File: src/rtl/i2c_cmd_pkg.sv
package i2c_cmd_pkg;
  localparam int CMD_W    = 6;
  localparam int CB_START = 0;
  localparam int CB_TX    = 1;
  localparam int CB_RX    = 3;
  localparam int CB_LAST  = 4;
  localparam int CB_STOP  = 5;
  localparam logic [CMD_W-1:0] CMD_MASK = 6'b111011;

  localparam int EV_W    = 7;
  localparam int EV_ACK  = 0;
  localparam int EV_NAK  = 1;
  localparam int EV_RXD  = 2;
  localparam int EV_ARB  = 3;
  localparam int EV_STOP = 4;
  localparam int EV_ABN  = 5;
  localparam int EV_TMO  = 6;

  typedef enum logic [1:0] {PH_IDLE, PH_START, PH_BYTE, PH_STOP} phase_e;
endpackage

File: src/rtl/i2c_line_mon.sv
module i2c_line_mon (
  input  logic clk,
  input  logic rst_n,
  input  logic scl_i,
  input  logic sda_i,
  output logic scl_s,
  output logic sda_s,
  output logic busy
);
  logic [1:0] scl_sync, sda_sync;
  logic       scl_p, sda_p, busy_q, busy_d;
  logic       start_det, stop_det;

  assign scl_s = scl_sync[1];
  assign sda_s = sda_sync[1];
  assign busy  = busy_q;

  assign start_det = scl_s & scl_p & sda_p & ~sda_s;
  assign stop_det  = scl_s & scl_p & ~sda_p & sda_s;

  always_comb begin
    busy_d = busy_q;
    if (start_det)     busy_d = 1'b1;
    else if (stop_det) busy_d = 1'b0;
  end

  always_ff @(posedge clk or negedge rst_n) begin
    if (!rst_n) begin
      scl_sync <= 2'b11;
      sda_sync <= 2'b11;
      scl_p    <= 1'b1;
      sda_p    <= 1'b1;
      busy_q   <= 1'b0;
    end else begin
      scl_sync <= {scl_sync[0], scl_i};
      sda_sync <= {sda_sync[0], sda_i};
      scl_p    <= scl_s;
      sda_p    <= sda_s;
      busy_q   <= busy_d;
    end
  end

  p_busy_set_r8: assert property (@(posedge clk) disable iff (!rst_n)
    start_det |=> busy);
  p_busy_clr_r8: assert property (@(posedge clk) disable iff (!rst_n)
    stop_det |=> !busy);
endmodule

File: src/rtl/i2c_irq_regs.sv
module i2c_irq_regs #(
  parameter int EV_W = 7
) (
  input  logic            clk,
  input  logic            rst_n,
  input  logic [EV_W-1:0] ev,
  input  logic            sts_we,
  input  logic            en_we,
  input  logic [EV_W-1:0] wdata,
  output logic [EV_W-1:0] sts,
  output logic [EV_W-1:0] en,
  output logic            irq
);
  logic [EV_W-1:0] sts_q, sts_d, en_q, en_d;

  always_comb begin
    sts_d = sts_q;
    en_d  = en_q;
    if (sts_we) sts_d = sts_d & ~wdata;
    sts_d = sts_d | ev;
    if (en_we) en_d = wdata;
  end

  always_ff @(posedge clk or negedge rst_n) begin
    if (!rst_n) begin
      sts_q <= '0;
      en_q  <= '0;
    end else begin
      sts_q <= sts_d;
      en_q  <= en_d;
    end
  end

  assign sts = sts_q;
  assign en  = en_q;
  assign irq = |(sts_q & en_q);

  p_w1c_r6: assert property (@(posedge clk) disable iff (!rst_n)
    (sts_we && ev == '0) |=> ((sts & $past(wdata)) == '0));
  p_sticky_r6: assert property (@(posedge clk) disable iff (!rst_n)
    !sts_we |=> ((sts & $past(sts)) == $past(sts)));
endmodule

File: src/rtl/i2c_cmd_engine.sv
module i2c_cmd_engine
  import i2c_cmd_pkg::*;
#(
  parameter int TMO_TICKS = 64
) (
  input  logic             clk,
  input  logic             rst_n,
  input  logic             tick,
  input  logic             cmd_we,
  input  logic [CMD_W-1:0] cmd_wdata,
  input  logic [7:0]       tx_byte,
  input  logic             scl_s,
  input  logic             sda_s,
  output logic [CMD_W-1:0] pend,
  output logic [7:0]       rx_byte,
  output logic [EV_W-1:0]  ev,
  output logic             scl_oe,
  output logic             sda_oe,
  output logic             owned
);
  localparam int TW = $clog2(TMO_TICKS + 1);

  phase_e           st_q, st_d;
  logic [1:0]       q_q, q_d;
  logic [3:0]       bit_q, bit_d;
  logic [7:0]       sh_q, sh_d, rxb_q, rxb_d;
  logic             rx_q, rx_d, last_q, last_d, nak_q, nak_d;
  logic [TW-1:0]    tmo_q, tmo_d;
  logic [CMD_W-1:0] pend_q, pend_d;
  logic             scl_q, scl_d, sda_q, sda_d, own_q, own_d;
  logic             err;

  always_comb begin
    st_d = st_q;  q_d = q_q;  bit_d = bit_q;  sh_d = sh_q;  rxb_d = rxb_q;
    rx_d = rx_q;  last_d = last_q;  nak_d = nak_q;  tmo_d = tmo_q;
    scl_d = scl_q;  sda_d = sda_q;  own_d = own_q;
    ev  = '0;
    err = 1'b0;
    pend_d = pend_q | (cmd_we ? (cmd_wdata & CMD_MASK) : '0);
    if (tick) begin
      if (st_q == PH_IDLE) begin
        q_d   = 2'd0;
        tmo_d = '0;
        if (pend_q[CB_START]) begin
          st_d = PH_START;
        end else if (pend_q[CB_TX] | pend_q[CB_RX] | pend_q[CB_LAST]) begin
          if (!own_q) begin
            ev[EV_ABN] = 1'b1;
            err        = 1'b1;
          end else begin
            st_d   = PH_BYTE;
            bit_d  = 4'd0;
            rx_d   = ~pend_q[CB_TX];
            last_d = pend_q[CB_LAST];
            sh_d   = pend_q[CB_TX] ? tx_byte : 8'h00;
          end
        end else if (pend_q[CB_STOP]) begin
          st_d = PH_STOP;
        end
      end else if (q_q == 2'd2 && !scl_s) begin
        // slave stretching SCL: count quarter ticks
        tmo_d = tmo_q + 1'b1;
        if (tmo_q == TW'(TMO_TICKS - 1)) begin
          ev[EV_TMO] = 1'b1;
          err        = 1'b1;
        end
      end else begin
        q_d   = q_q + 1'b1;
        tmo_d = '0;
        case (st_q)
          PH_START: begin
            case (q_q)
              2'd0: sda_d = 1'b0;
              2'd1: scl_d = 1'b0;
              2'd2: sda_d = 1'b1;
              default: begin
                scl_d = 1'b1;
                own_d = 1'b1;
                pend_d[CB_START] = 1'b0;
                st_d = PH_IDLE;
              end
            endcase
          end
          PH_STOP: begin
            case (q_q)
              2'd0: sda_d = 1'b1;
              2'd1: scl_d = 1'b0;
              2'd2: sda_d = 1'b0;
              default: begin
                own_d = 1'b0;
                pend_d[CB_STOP] = 1'b0;
                ev[EV_STOP] = 1'b1;
                st_d = PH_IDLE;
              end
            endcase
          end
          default: begin
            case (q_q)
              2'd0: sda_d = (bit_q == 4'd8) ? (rx_q & ~last_q) : (~rx_q & ~sh_q[7]);
              2'd1: scl_d = 1'b0;
              2'd2: begin
                if (bit_q == 4'd8) begin
                  nak_d = sda_s;
                end else if (rx_q) begin
                  sh_d = {sh_q[6:0], sda_s};
                end else begin
                  if (sh_q[7] && !sda_s) begin
                    ev[EV_ARB] = 1'b1;
                    err        = 1'b1;
                  end
                  sh_d = {sh_q[6:0], 1'b0};
                end
              end
              default: begin
                scl_d = 1'b1;
                if (bit_q == 4'd8) begin
                  st_d = PH_IDLE;
                  if (rx_q) begin
                    rxb_d = sh_q;
                    ev[EV_RXD] = 1'b1;
                    pend_d[CB_RX]   = 1'b0;
                    pend_d[CB_LAST] = 1'b0;
                  end else begin
                    ev[nak_q ? EV_NAK : EV_ACK] = 1'b1;
                    pend_d[CB_TX] = 1'b0;
                  end
                end else begin
                  bit_d = bit_q + 1'b1;
                end
              end
            endcase
          end
        endcase
      end
    end
    if (err) begin
      st_d = PH_IDLE;  pend_d = '0;  q_d = 2'd0;  tmo_d = '0;
      scl_d = 1'b0;  sda_d = 1'b0;  own_d = 1'b0;
    end
  end

  always_ff @(posedge clk or negedge rst_n) begin
    if (!rst_n) begin
      st_q <= PH_IDLE;  q_q <= 2'd0;  bit_q <= 4'd0;  sh_q <= 8'h00;
      rxb_q <= 8'h00;  rx_q <= 1'b0;  last_q <= 1'b0;  nak_q <= 1'b0;
      tmo_q <= '0;  pend_q <= '0;  scl_q <= 1'b0;  sda_q <= 1'b0;  own_q <= 1'b0;
    end else begin
      st_q <= st_d;  q_q <= q_d;  bit_q <= bit_d;  sh_q <= sh_d;
      rxb_q <= rxb_d;  rx_q <= rx_d;  last_q <= last_d;  nak_q <= nak_d;
      tmo_q <= tmo_d;  pend_q <= pend_d;  scl_q <= scl_d;  sda_q <= sda_d;  own_q <= own_d;
    end
  end

  assign pend    = pend_q;
  assign rx_byte = rxb_q;
  assign scl_oe  = scl_q;
  assign sda_oe  = sda_q;
  assign owned   = own_q;

  p_selfclr_r4: assert property (@(posedge clk) disable iff (!rst_n)
    !cmd_we |=> ((pend & ~$past(pend)) == '0));
  p_flush_r9: assert property (@(posedge clk) disable iff (!rst_n)
    err |=> (pend == '0 && !scl_oe && !sda_oe));
  p_tmo_abort_r10: assert property (@(posedge clk) disable iff (!rst_n)
    ev[EV_TMO] |=> !owned);
  p_released_r12: assert property (@(posedge clk) disable iff (!rst_n)
    (st_q == PH_IDLE && !owned) |-> (!scl_oe && !sda_oe));
endmodule

File: src/rtl/i2c_cmd_master.sv
module i2c_cmd_master
  import i2c_cmd_pkg::*;
#(
  parameter int TMO_TICKS = 64
) (
  input  logic        clk,
  input  logic        rst_n,
  input  logic        tick,
  input  logic        reg_we,
  input  logic [1:0]  reg_addr,
  input  logic [31:0] reg_wdata,
  output logic [31:0] reg_rdata,
  input  logic        scl_i,
  input  logic        sda_i,
  output logic        scl_oe,
  output logic        sda_oe,
  output logic        irq
);
  localparam logic [1:0] A_CMD = 2'd0;
  localparam logic [1:0] A_BUF = 2'd1;
  localparam logic [1:0] A_EN  = 2'd2;
  localparam logic [1:0] A_STS = 2'd3;

  logic             scl_s, sda_s, busy, owned;
  logic [CMD_W-1:0] pend;
  logic [7:0]       rx_byte, tx_q, tx_d;
  logic [EV_W-1:0]  ev, sts, en;
  logic             unused_wdata;

  assign unused_wdata = ^reg_wdata[31:8];

  always_comb begin
    tx_d = tx_q;
    if (reg_we && reg_addr == A_BUF) tx_d = reg_wdata[7:0];
  end

  always_ff @(posedge clk or negedge rst_n) begin
    if (!rst_n) tx_q <= 8'h00;
    else        tx_q <= tx_d;
  end

  i2c_line_mon u_mon (
    .clk(clk), .rst_n(rst_n), .scl_i(scl_i), .sda_i(sda_i),
    .scl_s(scl_s), .sda_s(sda_s), .busy(busy)
  );

  i2c_cmd_engine #(.TMO_TICKS(TMO_TICKS)) u_eng (
    .clk(clk), .rst_n(rst_n), .tick(tick),
    .cmd_we(reg_we && reg_addr == A_CMD), .cmd_wdata(reg_wdata[CMD_W-1:0]),
    .tx_byte(tx_q), .scl_s(scl_s), .sda_s(sda_s),
    .pend(pend), .rx_byte(rx_byte), .ev(ev),
    .scl_oe(scl_oe), .sda_oe(sda_oe), .owned(owned)
  );

  i2c_irq_regs #(.EV_W(EV_W)) u_irq (
    .clk(clk), .rst_n(rst_n), .ev(ev),
    .sts_we(reg_we && reg_addr == A_STS), .en_we(reg_we && reg_addr == A_EN),
    .wdata(reg_wdata[EV_W-1:0]), .sts(sts), .en(en), .irq(irq)
  );

  always_comb begin
    case (reg_addr)
      A_CMD:   reg_rdata = {13'b0, scl_s, sda_s, busy, 10'b0, pend};
      A_BUF:   reg_rdata = {16'b0, rx_byte, tx_q};
      A_EN:    reg_rdata = {{(32-EV_W){1'b0}}, en};
      default: reg_rdata = {{(32-EV_W){1'b0}}, sts};
    endcase
  end

  p_own_busy_r8: assert property (@(posedge clk) disable iff (!rst_n)
    $rose(owned) |-> !scl_s || busy || !sda_s);
endmodule

File: config.mk
export PLATFORM = sky130hd
export DESIGN_NAME = i2c_cmd_master
export DESIGN_NICKNAME = d
export VERILOG_FILES = /design/src/rtl/i2c_cmd_pkg.sv /design/src/rtl/i2c_line_mon.sv /design/src/rtl/i2c_irq_regs.sv /design/src/rtl/i2c_cmd_engine.sv /design/src/rtl/i2c_cmd_master.sv
export SDC_FILE = /design/constraint.sdc
export NUM_CORES = 1
export LEC_CHECK = 0
export BUFFER_PORTS_ARGS = -buffer_cell sky130_fd_sc_hd__buf_2
export CELL_PAD_IN_SITES_DETAIL_PLACEMENT = 1
export CELL_PAD_IN_SITES_GLOBAL_PLACEMENT = 1
export CORE_AREA = 5 5 91 110
export CTS_BUF_LIST = sky130_fd_sc_hd__clkbuf_16
export CTS_CLUSTER_DIAMETER = 60
export CTS_CLUSTER_SIZE = 25
export DETAILED_ROUTE_END_ITERATION = 10
export DIE_AREA = 0 0 96 115
export PLACE_DENSITY_LB_ADDON = 0.1
export RECOVER_POWER = 25
export SYNTH_ARGS = -nofsm -noshare
export SYNTH_HDL_FRONTEND = slang
export SYNTH_SLANG_ARGS = --single-unit
File: constraint.sdc
create_clock -name clk -period 2.9 [get_ports clk]
set_input_delay 0.145 -clock clk [delete_from_list [all_inputs] [get_ports clk]]
set_output_delay 0.145 -clock clk [all_outputs]
set_load 0.01 [all_outputs]
==> results of run 1 <==
[repair_timing]
action	in CTS	in global routing
hold buffers	3	0
hold endpoints to repair	26	0
resized for setup	0	0
[through the flow]
stage,area (um^2),utilization (%),worst slack (ns),hold slack (ns)
5_1_grt,4210,47.7,0.226,0.0572
2_1_floorplan,3680,-,0.913,-0.151
3_3_place_gp,3900,44.1,0.531,0.251
4_1_cts,4220,47.7,0.418,0.0508
6_report,4210,47.7,0.443,0.0567
3_5_place_dp,3900,44.1,0.453,0.253
[placed cells by master (no fill, tap or decap), drive strengths merged, types with 2 or more instances in the layout]
master and count:
dlygate4sd3 3, ha 7, o31ai 2, or2 2, mux4 5, a22oi 2, and3 5, mux2 27
a21o 3, o21ai 10, and2 13, nor3b 6, clkinvlp 2, inv 12, dfrtp 65, nand3b 2
o22ai 5, buf 39, nor3 9, dfstp 6, nor4 2, a31o 2, or3 3, nor2b 2
a21oi 13, nand2b 4, nand2 33, a31oi 11, clkinv 2, a22o 6, nor2 22, nand3 19
clkbuf 13, conb 13
[state kept, by name, summed over array words and instances (netlist names), 4 cells and up]
register       count
u_eng.bit_q        4
u_eng.pend         5
u_irq.en           7
u_eng.rx_byte      8
tx_q               8
u_eng.sh_q         8
u_irq.sts          7
u_eng.tmo_q        7
[logic make-up after synthesis]
family	count (synthesis)	synth area share (%)
flip-flops	71	49.0
XOR/XNOR	2	0.481
buffers and inverters	39	5.95
AND/OR/NAND/NOR	128	18.5
multiplexers	33	11.7
adder cells (fa/ha/maj)	7	2.41
AO/OA/AOI/OAI	63	11.9
other	1	0.103
[power groups by stage]
stage | Combinational (uW) | Clock (uW) | Sequential, uW
after global routing | 1060 | 1150 | 1560
after detailed placement | 948 | 0 | 1540
after CTS | 960 | 1100 | 1520
final | 937 | 1080 | 1520
after floorplan | 772 | 0 | 1400
after global placement | 920 | 0 | 1530
[final cells by class]
class                      count  area [um^2]  share of cell area [%]
sequential                    71         1780                    42.3
multi-input combinational    246         1680                    40.0
timing repair buffer          46          268                    6.35
clock buffer                   9          225                    5.34
tap                          120          150                    3.56
clock inverter                 6         61.3                    1.45
inverter                      11         41.3                   0.980
[final timing paths]
kind / slack [ns] / startpoint / depth (start not counted) / to
worst min-delay path: 0.06 / reg_wdata[7] / 2 / tx_q[7]$_DFFE_PN0P_
worst max-delay path: 0.44 / u_eng.q_q[0]$_DFFE_PN0P_ / 8 / u_eng.pend[3]$_DFF_PN0_
max in group asynchronous: 1.03 / rst_n / 2 / u_eng.tmo_q[1]$_DFFE_PN0P_
min in group asynchronous: 0.84 / rst_n / 2 / u_eng.rx_byte[6]$_DFFE_PN0P_
worst min register to register: 0.36 / u_mon.sda_sync[0]$_DFF_PN1_ / 0 / u_mon.sda_sync[1]$_DFF_PN1_
worst max register to register: 0.44 / u_eng.q_q[0]$_DFFE_PN0P_ / 8 / u_eng.pend[3]$_DFF_PN0_
[layer usage]
layer	vias to the layer above	share of wire (%)
met5	-	0
met4	0	1.7
met3	13	2.4
met2	41	54
met1	1371	42
li1	1290	-
[worst register-to-register path, cell delays in order (launching register included)]
cell     delay [ns]
dfrtp_1        0.42
inv_1          0.09
ha_1           0.31
nand3_1        0.22
nor4_1         0.07
buf_4          0.18
a21oi_1        0.38
o21ai_1        0.37
nor3b_1        0.33
==> reports/results.ini, run 1 <==
[status]
outcome=finished with violations
violations=capacitance limit, slew limit

[logic_synthesis]
synth_common_cells=65 x dfrtp_1, 33 x nand2_1, 27 x mux2_2
ys_async_sr_fraction_pct=100
syn_area_um2=3640
synth_top_area_share_pct=44.7
ys_top_cells_by_area=dfrtp_1 45%, mux2_2 8.4%, dfstp_2 4.3%, nand2_1 3.4%, mux4_2 3.1%
synth_warnings=0
synth-edff-count=0
synth.most_common_cell=dfrtp_1
ys_ff_latch=71
syn_area_per_cell_um2=10.6
synthCells=344
synthFlopType=dfrtp_1
yosys.area.top_type=dfrtp_1
ys_seq_area_share_pct=49.0
synth_cell_type_count=54

[cts]
cts_setup_buffers=0
cts-root-buf=clkbuf_16
cts_buffers=9
clockBufferDepth=2
cts_max_level=3
clk_latency_ns=0.33
clk_pin_slew_worst_paths_ns=0.06
cts_tree=yes
clock-sinks=71

[power]
switching_share_pct=34.4
p_leak_uw=0.00193
seq_power_share_pct=42.9
comb_power_share_pct=26.5
clkPwrFrac_pct=30.6
max-vdd-ir-drop_v=0.000405
switchingPower_uw=1220
power_uw=3530
internal_power_uw=2320
pwr_density_cell_nw_per_um2=839

[sta]
fmax_ghz=0.407
setup-violations-final=0
fin_setup_tns_ns=0
timing.final.hold_violations=0
slew_headroom_pct=-19.4
fin_crit_ns=2.46
finClkSkew_ns=0.00638
rsz0062_at_grt=false
worst_pin_slew_ns=1.79
post-route-period-util_pct=84.7
drv_slew=31

[placed_design]
place_inst=491
place_congestion=0.741
dpl.hpwl_um=6600
io_buffers=37

[cells_and_area]
final_cells=509
nFillCells=1002
layout-drive-gt1-share_pct=24.9
n_antenna_cell=0
nets=432
area_delta_synth_final_pct=15.8

[critical_path]
crit_fanout=8
critPathRequiredTime_ns=3.13
crit_family=compound AO/OA/AOI/OAI gates
worstPathArrival_ns=2.68
worst_path_largest_cell_delay_ns=0.42
path_class=flip-flop to flip-flop
cp-end-kind=flip-flop
path_buf_inv=2
start_kind=flip-flop
crit_slowest_cell=dfrtp_1
cp_cell_sequence=inv_1 > ha_1 > nand3_1 > nor4_1 > buf_4 > a21oi_1 > o21ai_1 > nor3b_1

[global_routing]
grt_use_met3_pct=2.68
grtUsageMet1_pct=21.2
grt_use_met2_pct=30.8
grt_max_degree=42
grt_busiest_layer=met2
grt_pass1_wl_um=14600
grt_overflow=0
grt_pass1_vias=2836
antenna_found_initial=0
grtUsageTotal_pct=17.4

[drt]
firstDrtPassIters=4
finalWirelength_um=9080
ant_nets=0
vias=2715
viasPerCell=5.33
detail_route.wl_per_cell_um=17.8
drt_iter0_drc=79
drc_errors=0

[floorplanning]
die_y_um=115
dieArea_um2=11000
num_io_pins=75
fp.dieW_um=96
num_rows=38
start_util_pct=41.2
core-area_um2=8840

[job]
cap_violations=1

[min_path]
min_path_type=input pin to flip-flop

Power figures use the tool's default switching activity.
==> run 2: changes to the inputs <==
==> constraint.sdc (replaced) <==
create_clock -name clk -period 2.4 [get_ports clk]
set_input_delay 0.12 -clock clk [delete_from_list [all_inputs] [get_ports clk]]
set_output_delay 0.12 -clock clk [all_outputs]
set_load 0.01 [all_outputs]
==> run 2 against run 1 <==
The run still ends with capacitance limit, slew limit left. Critical path type unchanged. Sequential power is 18% higher. Register-to-register slack worse by 0.11 ns. Largest cell class unchanged. Final cell count is 2.2% higher. Clock power is 6% higher. Die area stayed put. Count of clock-buffer cells in the layout stayed put. Fmax is 19% higher. Critical endpoint unchanged. Non-clock buffer count is 11 higher.
==> reports/results.ini, run 2 (synthesis results as in run 1) <==
[status]
outcome=finished with violations  ; unchanged
violations=capacitance limit, slew limit  ; unchanged

[critical_path]
cp_cell_sequence=inv_1 > ha_1 > nand3_1 > nor4_1 > buf_4 > a21oi_1 > o21ai_1 > buf_4 > nor3b_1  ; was inv_1 > ha_1 > nand3_1 > nor4_1 > buf_4 > a21oi_1 > o21ai_1 > nor3b_1
crit_slowest_cell=dfrtp_1  ; unchanged
critPathMostFrequentCell=buf_4
crit_family=simple AND/OR/NAND/NOR gates  ; was compound AO/OA/AOI/OAI gates
crit_start=u_eng.q_q[0]$_DFFE_PN0P_  ; unchanged
path_buf_inv=3  ; was 2
start_kind=flip-flop  ; unchanged
worstPathArrival_ns=2.31  ; was 2.68 ns
crit_fanout=7  ; was 8
cp-end-kind=flip-flop  ; unchanged
reg2reg_from=u_eng.q_q[0]$_DFFE_PN0P_  ; unchanged
critPathRequiredTime_ns=2.64  ; was 3.13 ns
path_class=flip-flop to flip-flop  ; unchanged
worst_path_largest_cell_delay_ns=0.42  ; about the same

[drt]
firstDrtPassIters=4  ; unchanged
vias=2737  ; was 2715
detail_route.wl_per_cell_um=17.4  ; was 17.8 um
viasPerCell=5.26  ; was 5.33
drt_iter0_drc=89  ; was 79
finalWirelength_um=9030  ; was 9080 um
drc_errors=0  ; unchanged
ant_nets=0  ; unchanged

[cells_and_area]
register_area_um2=1780  ; unchanged
final_common_cell=dfrtp_1  ; unchanged
n_antenna_cell=0  ; unchanged
final_cell_mix=65 x dfrtp_1, 33 x nand2_1, 33 x buf_2  ; unchanged
multiInputGateArea_um2=1680  ; unchanged
nFillCells=1032  ; was 1002
area_delta_synth_final_pct=16.7  ; was 15.8%
layout-drive-gt1-share_pct=26.3  ; was 24.9%
final_cells=520  ; was 509
utilization_pct=48.0  ; was 47.7%
nets=443  ; was 432

[power]
internal_power_uw=2720  ; was 2320 uW
switchingPower_uw=1430  ; was 1220 uW
switching_share_pct=34.5  ; was 34.4%
max-vdd-ir-drop_v=0.000452  ; was 0.000405 V
seq_power_share_pct=43.0  ; was 42.9%
clkPwrFrac_pct=27.3  ; was 30.6%
p_leak_uw=0.00198  ; was 0.00193 uW
comb_power_share_pct=29.6  ; was 26.5%
pwr_density_cell_nw_per_um2=978  ; was 839 nW/um^2

[cts]
cts_tree=yes  ; unchanged
clock-sinks=71  ; unchanged
cts_buffers=9  ; unchanged
clk_pin_slew_worst_paths_ns=0.05  ; was 0.06 ns
cts_max_level=3  ; unchanged
clockBufferDepth=2  ; unchanged
cts_setup_buffers=0  ; unchanged
cts-root-buf=clkbuf_16  ; unchanged
postCtsHoldBufs=3  ; unchanged
cts_resized=0  ; unchanged
clk_latency_ns=0.33  ; about the same

[floorplanning]
core-area_um2=8840  ; unchanged
dieArea_um2=11000  ; unchanged
num_io_pins=75  ; unchanged
fp.dieW_um=96  ; unchanged
die_y_um=115  ; unchanged
start_util_pct=41.2  ; unchanged
num_rows=38  ; unchanged

[placed_design]
dpl.hpwl_um=6760  ; was 6600 um
io_buffers=37  ; unchanged
place_inst=502  ; was 491
place_congestion=0.755  ; was 0.741
preCtsSetupSlack_ns=0.320  ; was 0.453 ns

[sta]
fmax_ghz=0.483  ; was 0.407 GHz
worst_pin_slew_ns=1.52  ; was 1.79 ns
worst_slack_ns=0.329  ; was 0.443 ns
fin_setup_tns_ns=0  ; unchanged
slew_headroom_pct=-1.28  ; was -19.4%
timing.final.hold_violations=0  ; unchanged
drv_slew=29  ; was 31
setup-violations-final=0  ; unchanged
rsz0062_at_grt=false  ; unchanged
fin_crit_ns=2.07  ; was 2.46 ns
post-route-period-util_pct=86.3  ; was 84.7%
finClkSkew_ns=0.00541  ; was 0.00638 ns

[global_routing]
grt_pass1_vias=2829  ; was 2836
grt_overflow=0  ; unchanged
antenna_found_initial=0  ; unchanged
grt_pass1_wl_um=14600  ; about the same
grtUsageTotal_pct=17.7  ; was 17.4%
grt_max_degree=29  ; was 42

[min_path]
min_path_type=input pin to flip-flop  ; unchanged
hold_start=reg_wdata[7]  ; unchanged

[job]
cap_violations=1  ; unchanged

## run 2: changes by cell type in the layout (fill, tap and decap cells not counted)
cell and change:
buf_4 +12, inv_1 +4, clkinvlp_4 -2, buf_12 -1, bufinv_16 -1, clkinv_1 -1, clkinv_2 +1, inv_6 -1
## run 2: worst paths after layout
| path | end | slack, ns | cells past startpoint |
|---|---|---|---|
| hold reg to reg | u_mon.scl_sync[1]$_DFF_PN1_ | 0.36 | 0 |
| setup reg to reg | u_eng.pend[3]$_DFF_PN0_ | 0.33 | 9 |
| min in group asynchronous | u_eng.rx_byte[6]$_DFFE_PN0P_ | 0.70 | 2 |
| hold / removal | tx_q[7]$_DFFE_PN0P_ | 0.02 | 2 |
| max in group asynchronous | u_eng.tmo_q[5]$_DFFE_PN0P_ | 0.58 | 3 |
| setup / recovery | u_eng.pend[3]$_DFF_PN0_ | 0.33 | 9 |
## run 2: power groups by stage
stage               clock network [uW]  logic, uW  registers [uW]
floorplan                            0        933            1690
global placement                     0       1210            1800
detailed placement                   0       1250            1810
CTS                               1160       1260            1790
global route                      1230       1380            1840
finish                            1140       1230            1790
## run 2: per-layer routing
layer / GRT usage (%) / part of all wire, % / vias to the layer above
met5: 0 / 0 / -
met4: 8.73 / 2.6 / 0
met3: 3.08 / 1.9 / 13
met2: 30.4 / 53 / 34
met1: 21.2 / 42 / 1377
li1: - / - / 1313
## run 2: area by class of cell
type / instances / share of cell area, %
Sequential cell: 71 / 42.0
Timing Repair Buffer: 57 / 7.96
Multi-Input combinational cell: 246 / 39.7
Tap cell: 120 / 3.54
Clock buffer: 9 / 5.30
Clock inverter: 6 / 0.560
Inverter: 11 / 0.972
## run 2: per-stage QoR
stage               instance area [um^2]  power (uW)  hold WS [ns]
detailed placement                  3970        3060         0.182
floorplan                           3680        2630        -0.176
global route                        4250        4450        0.0231
finish                              4250        4160        0.0224
global placement                    3970        3010         0.178
CTS                                 4250        4220        0.0152
